$ cat src/rtl/lss_pkg.sv
package lss_pkg;

    typedef enum logic [2:0] {
        ST_IDLE,
        ST_SCREEN,
        ST_WORD,
        ST_TAIL,
        ST_DONE
    } lss_state_e;

endpackage

$ cat src/rtl/lss_span_check.sv
module lss_span_check #(
    parameter int RN = 32,
    parameter int CW = 7,
    localparam int RW = $clog2(RN)
) (
    input  logic [RW-1:0] first_i,
    input  logic [RW-1:0] ra_i,
    input  logic [RW-1:0] rb_i,
    input  logic [CW-1:0] cnt_i,
    output logic          hit_o
);

    logic [CW:0]   cnt_plus;
    logic [CW:0]   span_n;
    logic [RW-1:0] dist_a;
    logic [RW-1:0] dist_b;
    logic          hit_a;
    logic          hit_b;

    // registers used = ceil(count / 4), one extra bit against overflow
    assign cnt_plus = {1'b0, cnt_i} + (CW+1)'(3);
    assign span_n   = cnt_plus >> 2;

    // distance from the first register, modulo the register count
    assign dist_a = ra_i - first_i;
    assign dist_b = rb_i - first_i;

    assign hit_a = (ra_i != '0) && ((CW+1)'(dist_a) < span_n);
    assign hit_b = (CW+1)'(dist_b) < span_n;
    assign hit_o = hit_a || hit_b;

    // an empty transfer never overlaps anything
    always_comb begin
        if (cnt_i == '0) begin
            p_empty_span_r6: assert (!hit_o);
        end
    end

endmodule

$ cat src/rtl/lss_lane.sv
module lss_lane #(
    parameter int DW = 32,
    localparam int NB = DW / 8,
    localparam int LW = $clog2(NB)
) (
    input  logic [LW-1:0] lane_i,
    input  logic [DW-1:0] acc_i,
    input  logic [DW-1:0] word_i,
    input  logic [7:0]    byte_i,
    output logic [DW-1:0] packed_o,
    output logic [7:0]    byte_o
);

    logic [7:0] pick [NB];

    // lane 0 is the most significant byte of the register
    for (genvar g = 0; g < NB; g++) begin : g_lane
        localparam int HI = DW - 1 - 8 * g;
        assign packed_o[HI -: 8] = (lane_i == LW'(g)) ? byte_i : acc_i[HI -: 8];
        assign pick[g]           = (lane_i == LW'(g)) ? word_i[HI -: 8] : 8'h00;
    end

    always_comb begin
        byte_o = 8'h00;
        for (int k = 0; k < NB; k++) begin
            byte_o = byte_o | pick[k];
        end
    end

endmodule

$ cat src/rtl/lss_engine.sv
module lss_engine
    import lss_pkg::*;
#(
    parameter int AW = 32,
    parameter int DW = 32,
    parameter int RN = 32,
    parameter int CW = 7,
    localparam int RW = $clog2(RN),
    localparam int NB = DW / 8,
    localparam int LW = $clog2(NB)
) (
    input  logic          clk,
    input  logic          rst_n,
    input  logic          start_i,
    input  logic          store_i,
    input  logic          indexed_i,
    input  logic [AW-1:0] base_i,
    input  logic [CW-1:0] cnt_i,
    input  logic [RW-1:0] first_i,
    input  logic [RW-1:0] ra_i,
    input  logic [RW-1:0] rb_i,
    input  logic          span_hit_i,
    output logic [RW-1:0] chk_first_o,
    output logic [CW-1:0] chk_cnt_o,
    output logic [RW-1:0] chk_ra_o,
    output logic [RW-1:0] chk_rb_o,
    output logic [LW-1:0] lane_o,
    output logic [DW-1:0] acc_o,
    input  logic [DW-1:0] packed_i,
    input  logic [7:0]    tbyte_i,
    output logic          busy_o,
    output logic          done_o,
    output logic          err_o,
    output logic          mem_req_o,
    input  logic          mem_ready_i,
    output logic [AW-1:0] mem_addr_o,
    output logic          mem_we_o,
    output logic          mem_word_o,
    output logic [DW-1:0] mem_wdata_o,
    input  logic [DW-1:0] mem_rdata_i,
    output logic [RW-1:0] rf_addr_o,
    output logic          rf_we_o,
    output logic [DW-1:0] rf_wdata_o,
    input  logic [DW-1:0] rf_rdata_i
);

    lss_state_e    state_q, state_d;
    logic [AW-1:0] addr_q;
    logic [CW-1:0] cnt_q;
    logic [RW-1:0] reg_q;
    logic [LW-1:0] lane_q;
    logic [DW-1:0] acc_q;
    logic          store_q;
    logic          err_q;
    logic [RW-1:0] ra_q;
    logic [RW-1:0] rb_q;
    logic          hs;

    function automatic lss_state_e route(input logic [CW-1:0] c);
        if (c == '0) begin
            return ST_DONE;
        end else if (c >= CW'(NB)) begin
            return ST_WORD;
        end else begin
            return ST_TAIL;
        end
    endfunction

    // state register
    always_ff @(posedge clk or negedge rst_n) begin
        if (!rst_n) begin
            state_q <= ST_IDLE;
        end else begin
            state_q <= state_d;
        end
    end

    // datapath registers
    always_ff @(posedge clk or negedge rst_n) begin
        if (!rst_n) begin
            addr_q  <= '0;
            cnt_q   <= '0;
            reg_q   <= '0;
            lane_q  <= '0;
            acc_q   <= '0;
            store_q <= 1'b0;
            err_q   <= 1'b0;
            ra_q    <= '0;
            rb_q    <= '0;
        end else begin
            unique case (state_q)
                ST_IDLE: begin
                    if (start_i) begin
                        addr_q  <= base_i;
                        cnt_q   <= cnt_i;
                        reg_q   <= first_i;
                        lane_q  <= '0;
                        acc_q   <= '0;
                        store_q <= store_i;
                        err_q   <= 1'b0;
                        ra_q    <= ra_i;
                        rb_q    <= rb_i;
                    end
                end
                ST_SCREEN: begin
                    err_q <= span_hit_i;
                end
                ST_WORD: begin
                    if (hs) begin
                        addr_q <= addr_q + AW'(NB);
                        cnt_q  <= cnt_q - CW'(NB);
                        reg_q  <= reg_q + RW'(1);
                    end
                end
                ST_TAIL: begin
                    if (hs) begin
                        addr_q <= addr_q + AW'(1);
                        cnt_q  <= cnt_q - CW'(1);
                        lane_q <= lane_q + LW'(1);
                        acc_q  <= packed_i;
                    end
                end
                ST_DONE: begin
                    err_q <= err_q;
                end
                default: begin
                    err_q <= 1'b0;
                end
            endcase
        end
    end

    // next state
    always_comb begin
        state_d = state_q;
        unique case (state_q)
            ST_IDLE: begin
                if (start_i) begin
                    state_d = indexed_i ? ST_SCREEN : route(cnt_i);
                end
            end
            ST_SCREEN: state_d = span_hit_i ? ST_DONE : route(cnt_q);
            ST_WORD: begin
                if (hs) begin
                    state_d = route(cnt_q - CW'(NB));
                end
            end
            ST_TAIL: begin
                if (hs && (cnt_q == CW'(1))) begin
                    state_d = ST_DONE;
                end
            end
            ST_DONE: state_d = ST_IDLE;
            default: state_d = ST_IDLE;
        endcase
    end

    // outputs
    always_comb begin
        mem_req_o   = (state_q == ST_WORD) || (state_q == ST_TAIL);
        mem_word_o  = (state_q == ST_WORD);
        mem_addr_o  = addr_q;
        mem_we_o    = store_q;
        mem_wdata_o = mem_word_o ? rf_rdata_i : {{(DW-8){1'b0}}, tbyte_i};
        hs          = mem_req_o && mem_ready_i;
        rf_addr_o   = reg_q;
        rf_we_o     = hs && !store_q;
        rf_wdata_o  = mem_word_o ? mem_rdata_i : packed_i;
        busy_o      = (state_q != ST_IDLE);
        done_o      = (state_q == ST_DONE);
        err_o       = (state_q == ST_DONE) && err_q;
        chk_first_o = reg_q;
        chk_cnt_o   = cnt_q;
        chk_ra_o    = ra_q;
        chk_rb_o    = rb_q;
        lane_o      = lane_q;
        acc_o       = acc_q;
    end

    p_busy_hold_r1: assert property (@(posedge clk) disable iff (!rst_n)
        (busy_o && !done_o) |=> busy_o);

    p_req_hold_r10: assert property (@(posedge clk) disable iff (!rst_n)
        (mem_req_o && !mem_ready_i) |=>
            (mem_req_o && $stable(mem_addr_o) && $stable(mem_we_o) && $stable(mem_word_o)));

    p_word_step_r2: assert property (@(posedge clk) disable iff (!rst_n)
        (mem_req_o && mem_ready_i && mem_word_o) |=>
            (!mem_req_o || (mem_addr_o == $past(mem_addr_o) + AW'(NB))));

    p_byte_step_r3: assert property (@(posedge clk) disable iff (!rst_n)
        (mem_req_o && mem_ready_i && !mem_word_o) |=>
            (!mem_req_o || (mem_addr_o == $past(mem_addr_o) + AW'(1))));

    p_done_pulse_r9: assert property (@(posedge clk) disable iff (!rst_n)
        done_o |=> !done_o);

    p_err_no_xfer_r7: assert property (@(posedge clk) disable iff (!rst_n)
        err_o |-> $past(state_q == ST_SCREEN));

endmodule

$ cat src/rtl/lss_string_seq.sv
module lss_string_seq #(
    parameter int AW = 32,
    parameter int DW = 32,
    parameter int RN = 32,
    parameter int CW = 7,
    localparam int RW = $clog2(RN),
    localparam int LW = $clog2(DW / 8)
) (
    input  logic          clk,
    input  logic          rst_n,
    input  logic          start_i,
    input  logic          store_i,
    input  logic          indexed_i,
    input  logic [AW-1:0] base_addr_i,
    input  logic [CW-1:0] byte_cnt_i,
    input  logic [RW-1:0] first_reg_i,
    input  logic [RW-1:0] op_a_i,
    input  logic [RW-1:0] op_b_i,
    output logic          busy_o,
    output logic          done_o,
    output logic          err_o,
    output logic          mem_req_o,
    input  logic          mem_ready_i,
    output logic [AW-1:0] mem_addr_o,
    output logic          mem_we_o,
    output logic          mem_word_o,
    output logic [DW-1:0] mem_wdata_o,
    input  logic [DW-1:0] mem_rdata_i,
    output logic [RW-1:0] rf_addr_o,
    output logic          rf_we_o,
    output logic [DW-1:0] rf_wdata_o,
    input  logic [DW-1:0] rf_rdata_i
);

    logic [RW-1:0] chk_first;
    logic [CW-1:0] chk_cnt;
    logic [RW-1:0] chk_ra;
    logic [RW-1:0] chk_rb;
    logic          span_hit;
    logic [LW-1:0] lane;
    logic [DW-1:0] acc;
    logic [DW-1:0] packed_w;
    logic [7:0]    tbyte;

    lss_engine #(.AW(AW), .DW(DW), .RN(RN), .CW(CW)) u_engine (
        .clk         (clk),
        .rst_n       (rst_n),
        .start_i     (start_i),
        .store_i     (store_i),
        .indexed_i   (indexed_i),
        .base_i      (base_addr_i),
        .cnt_i       (byte_cnt_i),
        .first_i     (first_reg_i),
        .ra_i        (op_a_i),
        .rb_i        (op_b_i),
        .span_hit_i  (span_hit),
        .chk_first_o (chk_first),
        .chk_cnt_o   (chk_cnt),
        .chk_ra_o    (chk_ra),
        .chk_rb_o    (chk_rb),
        .lane_o      (lane),
        .acc_o       (acc),
        .packed_i    (packed_w),
        .tbyte_i     (tbyte),
        .busy_o      (busy_o),
        .done_o      (done_o),
        .err_o       (err_o),
        .mem_req_o   (mem_req_o),
        .mem_ready_i (mem_ready_i),
        .mem_addr_o  (mem_addr_o),
        .mem_we_o    (mem_we_o),
        .mem_word_o  (mem_word_o),
        .mem_wdata_o (mem_wdata_o),
        .mem_rdata_i (mem_rdata_i),
        .rf_addr_o   (rf_addr_o),
        .rf_we_o     (rf_we_o),
        .rf_wdata_o  (rf_wdata_o),
        .rf_rdata_i  (rf_rdata_i)
    );

    lss_span_check #(.RN(RN), .CW(CW)) u_span (
        .first_i (chk_first),
        .ra_i    (chk_ra),
        .rb_i    (chk_rb),
        .cnt_i   (chk_cnt),
        .hit_o   (span_hit)
    );

    lss_lane #(.DW(DW)) u_lane (
        .lane_i   (lane),
        .acc_i    (acc),
        .word_i   (rf_rdata_i),
        .byte_i   (mem_rdata_i[7:0]),
        .packed_o (packed_w),
        .byte_o   (tbyte)
    );

endmodule

$ cat config.mk
export PLATFORM = sky130hd
export DESIGN_NAME = lss_string_seq
export DESIGN_NICKNAME = d
export VERILOG_FILES = /design/src/rtl/lss_pkg.sv /design/src/rtl/lss_span_check.sv /design/src/rtl/lss_lane.sv /design/src/rtl/lss_engine.sv /design/src/rtl/lss_string_seq.sv
export SDC_FILE = /design/constraint.sdc
export NUM_CORES = 1
export LEC_CHECK = 0
export CAP_MARGIN = 20
export CORE_MARGIN = 5
export CORE_UTILIZATION = 30
export CTS_CLUSTER_SIZE = 12
export DETAILED_ROUTE_END_ITERATION = 8
export SYNTH_ARGS = -nofsm -noshare
export SYNTH_HDL_FRONTEND = slang
export SYNTH_SLANG_ARGS = --single-unit
$ cat constraint.sdc
create_clock -name clk -period 2.39 [get_ports clk]
set_input_delay 0.239 -clock clk [delete_from_list [all_inputs] [get_ports clk]]
set_output_delay 0.239 -clock clk [all_outputs]
set_load 0.01 [all_outputs]
Word level (Yosys, flattened, before mapping)
Cells that the tools add are included.
{"block": "classes", "mul": 0, "n_reduce_logical": 25, "shift": 0, "n_addsub": 9, "n_eq_ne": 12, "n_mux": 41, "div": 0, "bitwise_logic": 4, "order_cmp": 5}
{"op": "32-bit two-way mux", "n": 7}
{"op": "32-bit case mux with 3 select lines", "n": 1}
{"op": "8-bit two-way mux", "n": 8}
{"op": "32-bit case mux with 2 select lines", "n": 1}
{"op": "32-bit by 1-bit adder with 32-bit output, second input constant", "n": 1}
{"op": "32-bit by 3-bit adder with 32-bit output, second input constant", "n": 1}
{"op": "3-bit two-way mux", "n": 8}
{"op": "8-bit OR", "n": 3}
{"op": "7-bit by 3-bit greater-or-equal comparator with 1-bit output, second input constant", "n": 3}
{"op": "7-bit zero test", "n": 3}
{"op": "7-bit two-way mux", "n": 3}
{"op": "7-bit case mux with 3 select lines", "n": 1}
{"op": "5-bit by 6-bit < comparator with 1-bit output", "n": 2}
{"op": "3-bit case mux with 4 select lines", "n": 1}
{"op": "5-bit two-way mux", "n": 2}
{"op": "5-bit case mux with 2 select lines", "n": 1}
{"op": "5-bit subtractor", "n": 2}
{"op": "3-bit AND reduction", "n": 3}
{"op": "7-bit by 2-bit adder with 8-bit output, second input constant", "n": 1}
{"op": "7-bit by 1-bit equality test with 1-bit output, second input constant", "n": 1}
{"op": "7-bit by 1-bit subtractor with 7-bit output, second input constant", "n": 1}
{"op": "7-bit by 3-bit subtractor with 7-bit output, second input constant", "n": 1}
{"op": "3-bit by 2-bit equality test with 1-bit output, second input constant", "n": 2}
{"op": "2-bit by 1-bit inequality test with 1-bit output, second input constant", "n": 3}
{"op": "23 further kinds", "n": 36}
{"block": "word_totals", "out_inout_bits": 108, "latch_bits": 0, "input_bits": 124, "mem_count": 0, "mem_bits_ro": 0, "ramBits": 0, "elab_cells": 106, "reg_bits": 93}

Logic depth before layout (Yosys ltp)
{"block": "logic_depth", "ltp_word": 6, "depth_mapped": 13, "ltp_nobuf": 13}

Modules after synthesis
From an unflattened synthesis, not the netlist that was laid out.
{"block": "unflattened", "hier_cells": 870, "area_unflattened_um2": 7095.6}
{"mod": "lss_engine", "instances": 1, "seq_area_each_um2": 2327.2, "cells_per_inst": 751, "area_per_inst_um2": 5884.4}
{"mod": "lss_lane", "instances": 1, "seq_area_each_um2": 0.0, "cells_per_inst": 48, "area_per_inst_um2": 625.6}
{"mod": "lss_span_check", "instances": 1, "seq_area_each_um2": 0.0, "cells_per_inst": 71, "area_per_inst_um2": 585.6}

Least setup slack after synthesis
No wires, ideal clock.
{"block": "synth_path", "path_kind": "reg2reg", "startpoint": "register u_engine.reg_q[0] (netlist: u_engine.chk_first_o[0])", "endpoint": "register u_engine.state_q[1]", "path_slack_ns": -0.244, "stages_incl_launch_ff": 13, "t_arrival_ns": 2.523, "setup_time_ns": 0.111, "t_required_ns": 2.279, "cell_sequence": "dfrtp_1 ha_1 inv_1 fa_1 a21o_1 a21oi_1 xnor2_1 ha_1 o21a_1 a41oi_1 nand3_1 nand3_1 a2111oi_2"}
{"block": "synth_between", "elab_chain_cells": 6, "word_cells_on_any_way": 8, "cone_classes": "add/sub: 2; order compare: 2; mux: 2; reduce/logical: 2"}
{"element": "start: declaration", "line": "lss_engine.sv:50", "source": "logic [RW-1:0] reg_q;"}
{"element": "start signal: assignment", "line": "lss_engine.sv:96", "source": "reg_q <= first_i;"}
{"element": "start signal: assignment", "line": "lss_engine.sv:112", "source": "reg_q <= reg_q + RW'(1);"}
{"element": "5-bit subtractor", "line": "lss_span_check.sv:25", "source": "assign dist_a = ra_i - first_i;"}
{"element": "5-bit by 6-bit < comparator with 1-bit output", "line": "lss_span_check.sv:28", "source": "assign hit_a = (ra_i != '0) && ((CW+1)'(dist_a) < span_n);"}
{"element": "1-bit logical AND", "line": "lss_span_check.sv:28"}
{"element": "1-bit logical OR (*)", "line": "lss_span_check.sv:30", "source": "assign hit_o = hit_a || hit_b;"}
{"element": "3-bit two-way mux (*)", "line": "lss_engine.sv:142", "source": "ST_SCREEN: state_d = span_hit_i ? ST_DONE : route(cnt_q);"}
{"element": "3-bit case mux with 4 select lines (*)", "line": "lss_engine.sv:136", "source": "unique case (state_q)"}
{"element": "end signal: assignment", "line": "lss_engine.sv:74", "source": "state_q <= state_d;"}
{"element": "end: declaration", "line": "lss_engine.sv:47", "source": "lss_state_e state_q, state_d;"}
Every way passes the cells marked *; elsewhere a longest branch is shown, timed or not.
A chain may end at the register's enable or synchronous reset.

Worst setup path in the final report
{"block": "layout_path", "startpoint": "register u_engine.rb_q[0] (netlist: u_engine.chk_rb_o[0])", "endpoint": "register u_engine.state_q[1]"}
{"block": "layout_between", "elab_chain_cells": 5}
{"element": "start: declaration", "line": "lss_engine.sv:56", "source": "logic [RW-1:0] rb_q;"}
{"element": "start signal: assignment", "line": "lss_engine.sv:102", "source": "rb_q <= rb_i;"}
{"element": "5-bit subtractor", "line": "lss_span_check.sv:26", "source": "assign dist_b = rb_i - first_i;"}
{"element": "5-bit by 6-bit < comparator with 1-bit output", "line": "lss_span_check.sv:29", "source": "assign hit_b = (CW+1)'(dist_b) < span_n;"}
{"element": "1-bit logical OR", "line": "lss_span_check.sv:30"}
{"element": "3-bit two-way mux", "line": "lss_engine.sv:142"}
{"element": "3-bit case mux with 4 select lines", "line": "lss_engine.sv:136"}
No other way between the ends.

==> summary.md <==
| Metric | Value |
|---|---|
| DP HPWL | 19400 um |
| # IOs | between 200 and 250 |
| DRC viols | 0 |
| Seq pwr share | 22.4% |
| Worst EP required | around 2.7 ns |
| Clock Root Buffer | clkbuf_16 |
| Outcome | finished with violations |
| Final WS setup | -0.204 ns |
| Layout Nets | about 1200 |
| Effective utilization at floorplan | between 30% and 40% |
| Yosys reg bits | 93 |
| Ranking of synthesized cells by area | dfrtp_1 35%, o21ai_0 7.2%, nand2_1 6.9% |
| Final Cycle Share | 109% |
| Worst Tran Pin Value | 0.617 ns |
| Final slew viol count | 0 |
| Comb pwr share | about two thirds |
| Number of clock sinks | 93 |
| WL final | 25700 um |
| H-Tree Depth | 3 |
| Vias | between 7000 and 8000 |
| Critical path arrival | ~2.9 ns |
| Pre-CTS WS | -0.253 ns |
| Global-route wire length before repair | slightly below 40000 um |
| Violated checks | negative setup slack |
| GRT Resource Usage Total | between 20 and 25% |
| Lkg Pwr | ~4.7 nW |
| RSZ-0062 raised after global routing | true |
| Worst-path cell chain | inv_2 -> ha_4 -> inv_2 -> fa_2 -> a21o_1 -> a21oi_2 -> xnor2_1 -> ha_1 -> o21a_1 -> a41oi_2 -> nand3_2 -> nand3_2 -> a2111oi_2 |
| Chip Width | between 150 and 200 um |
| Row count | between 50 and 60 |
| Endpoint, Worst Hold | u_engine.chk_rb_o[3] |
| Layout cell share with drive strength beyond 1 | between 10% and 20% |
| Die height | 158 um |
| Net switching power | around 5.4 mW |
| CTS Buf Count | 9 |
| R2R cell count | 13 |
| CP endpoint kind | register |
| Max_cap viols | 0 |
| Reg2Reg Launch Point | u_engine.chk_rb_o[0] |
| Sw Share | 45.0% |
| Area leader, netlist | dfrtp_1 |
| Reg clk slew, reported paths | around 0.080 ns |
| Seq/Total Area, Yosys | 35.4% |
| Syn Std Cell Area | 6570 sq um |
| Routed Antenna Nets | 0 |
| Most frequent cells after synthesis | 120 x nand2_1, 94 x o21ai_0, 93 x dfrtp_1 |
| Post-synth top area share | approximately 35% |
| Area Overhead vs Synth | 55.0% |
| PortBufs | ~230 |
| Peak supply drop | 0.604 mV |
| Setup Skew | about 0.016 ns |
| Async SR Flop Fraction | between 90% and 100% |
| WHS Path Cells | 3 |
| Worst hold path startpoint | op_b_i[3] |
| Slew headroom | between 50 and 60% |
| Post-synth EDFFs | 0 |
| Hold slack | between 0.4 and 0.5 ns |
| Antenna violations before repair | 1 |
| Slowest stage cell, crit path | dfrtp_1 |
| Avg Inst Size Synth | 8.20 sq um |
| Reg-to-reg slack, setup | -0.20 ns |
| Clock power frac | between 10% and 20% |
| Critical Path Source Type | register |
| Crit path time final | 2.59 ns |
| CTS tree | done |
| Largest net degree at the start of global routing | 50 |
| Clock buffer depth | 2 |
| GR Overflow Total | 0 |
| Skew-Pair Late Insertion Delay | ~0.36 ns |
| Cells after synthesis | ~800 |
| Worst r2r dst | u_engine.state_q[1] |
| Warnings from Yosys | 0 |
| Fin. Hold Viols | 0 |
| Drt first-iter violations | ~440 |
| GP Congestion | between 0.8 and 0.9 |
| Largest stage delay, worst path | roughly 0.38 ns |
| Final setup viols | 4 |
| PwrDens | ~1200 nW/um^2 |
| Hold Crit Class | input pin to register |
| Number of global-route vias before repair | around 7000 |
| Power, Total | 12.0 mW |
| CP Max Fanout | 3 |
| Pint | between 6 and 7 mW |
| Core area | 21700 sq um |
| Synth cell types | between 70 and 80 |
| Post-synth net total | 955 |
| DR WL/cell | ~19 um |
| Fmax | around 0.39 GHz |
| Die area | roughly 25000 sq um |
| Most numerous cell in the Yosys netlist | nand2_1 |
| Pre-antenna DRT Iters | 5 |
| Post-Route Utilization | approximately 47% |
| Top FF cell, synth | dfrtp_1 |
| Crit Path Class | register to register |
| Vias/cell | 5.17 |
worst max-delay path by stage:
stage	end	slack (ns)	depth (start not counted)	startpoint
after CTS	u_engine.state_q[1]	-0.21	13	u_engine.chk_rb_o[0]
final	u_engine.state_q[1]	-0.20	13	u_engine.chk_rb_o[0]
after floorplan	u_engine.state_q[1]	-0.07	12	u_engine.chk_first_o[0]
after detailed placement	u_engine.state_q[0]	-0.25	13	u_engine.chk_rb_o[0]
after global routing	u_engine.state_q[1]	-0.38	13	u_engine.chk_rb_o[0]
after global placement	u_engine.state_q[1]	-0.18	13	u_engine.chk_rb_o[0]
layer usage:
metal  up-vias  wire length (um)  track usage (%)
li1       3457                 -                -
met1      3368             11300             27.3
met2       169             12700             33.5
met3        35              1190             3.75
met4         0               495             5.36
met5         -                 0                0
power groups by stage:
stage | clock network (mW) | logic (mW) | registers [mW]
2_1_floorplan | 0 | 4.15 | 2.71
3_3_place_gp | 0 | 7.49 | 2.69
3_5_place_dp | 0 | 7.57 | 2.69
4_1_cts | 1.57 | 7.70 | 2.67
5_1_grt | 1.63 | 8.60 | 2.77
6_report | 1.53 | 7.75 | 2.68
what timing repair did:
item                                    in CTS  in global routing
resized for setup                           75                 19
pin swaps                                    4                  7
endpoints found under the setup margin      69                 19
hold endpoints to repair                    39                  0
buffers inserted                             1                  3
hold buffers                                 1                  0
cloned                                       2                  1
stage by stage:
step	area, sq um	setup TNS, ns	instances
6_report	10200	-0.532	1359
5_1_grt	10200	-1.23	1358
4_1_cts	10100	-0.594	1353
3_5_place_dp	9690	-0.768	1333
3_3_place_gp	9690	-0.487	1333
2_1_floorplan	6600	-0.126	801
cell usage in the layout, fill, tap and decap left out, types with 4 or more instances in the layout:
cell type and instances:
a21o_1 8, a21oi_1 57, a222oi_1 8, a22o_1 36, a22oi_1 5, a31oi_1 5, and2_1 27, and3_1 13
buf_12 7, buf_4 71, clkbuf_16 10, clkdlybuf4s50_1 166, dfrtp_1 91, dlygate4sd2_1 54, dlymetal6s2s_1 9, ha_1 23
ha_4 4, inv_1 23, inv_2 4, inv_6 4, mux2i_1 23, nand2_1 120, nand3_1 31, nand4_1 4
nor2_1 34, nor3_1 13, nor4_1 6, o21ai_0 86, o21ai_1 10, o21ai_2 4, o22ai_1 18, or2_2 4
xnor2_1 10
critical path, delay by kind of cell (launching register included):
| kind | cells | cell delay, ns |
|---|---|---|
| and+or+nand+nor | 2 | 0.23 |
| AOI/OAI and AO/OA | 5 | 0.90 |
| buffers and inverters | 2 | 0.11 |
| DFF | 1 | 0.38 |
| xor gates and xnor gates | 1 | 0.09 |
| adders and majority gates | 3 | 0.77 |
registers in the layout, summed over array words and instances (netlist names), 2 cells and up:
register,count
u_engine.acc_o,32
u_engine.chk_ra_o,5
u_engine.lane_o,2
u_engine.mem_addr_o,32
u_engine.chk_cnt_o,7
u_engine.state_q,3
u_engine.chk_first_o,5
u_engine.chk_rb_o,5
cell families after synthesis:
logic type	Yosys count	share of synthesized area (%)
AO/OA/AOI/OAI	272	26.5
XOR/XNOR	12	1.60
adder cells (fa/ha/maj)	30	5.94
buffers and inverters	83	4.99
flip-flops	93	35.4
multiplexers	25	3.81
AND/OR/NAND/NOR	286	21.7
final cells by class:
cell class,count,area (sq um)
inverters,29,115
diodes,2,5.00
flip-flops and latches,93,2330
multi-input cells,625,4030
repair buffers,314,3050
fillers,2120,11500
clock inverters,7,86.3
clock buffers,9,225
well taps,280,350
Note: power is estimated with default switching activity, not from simulation.
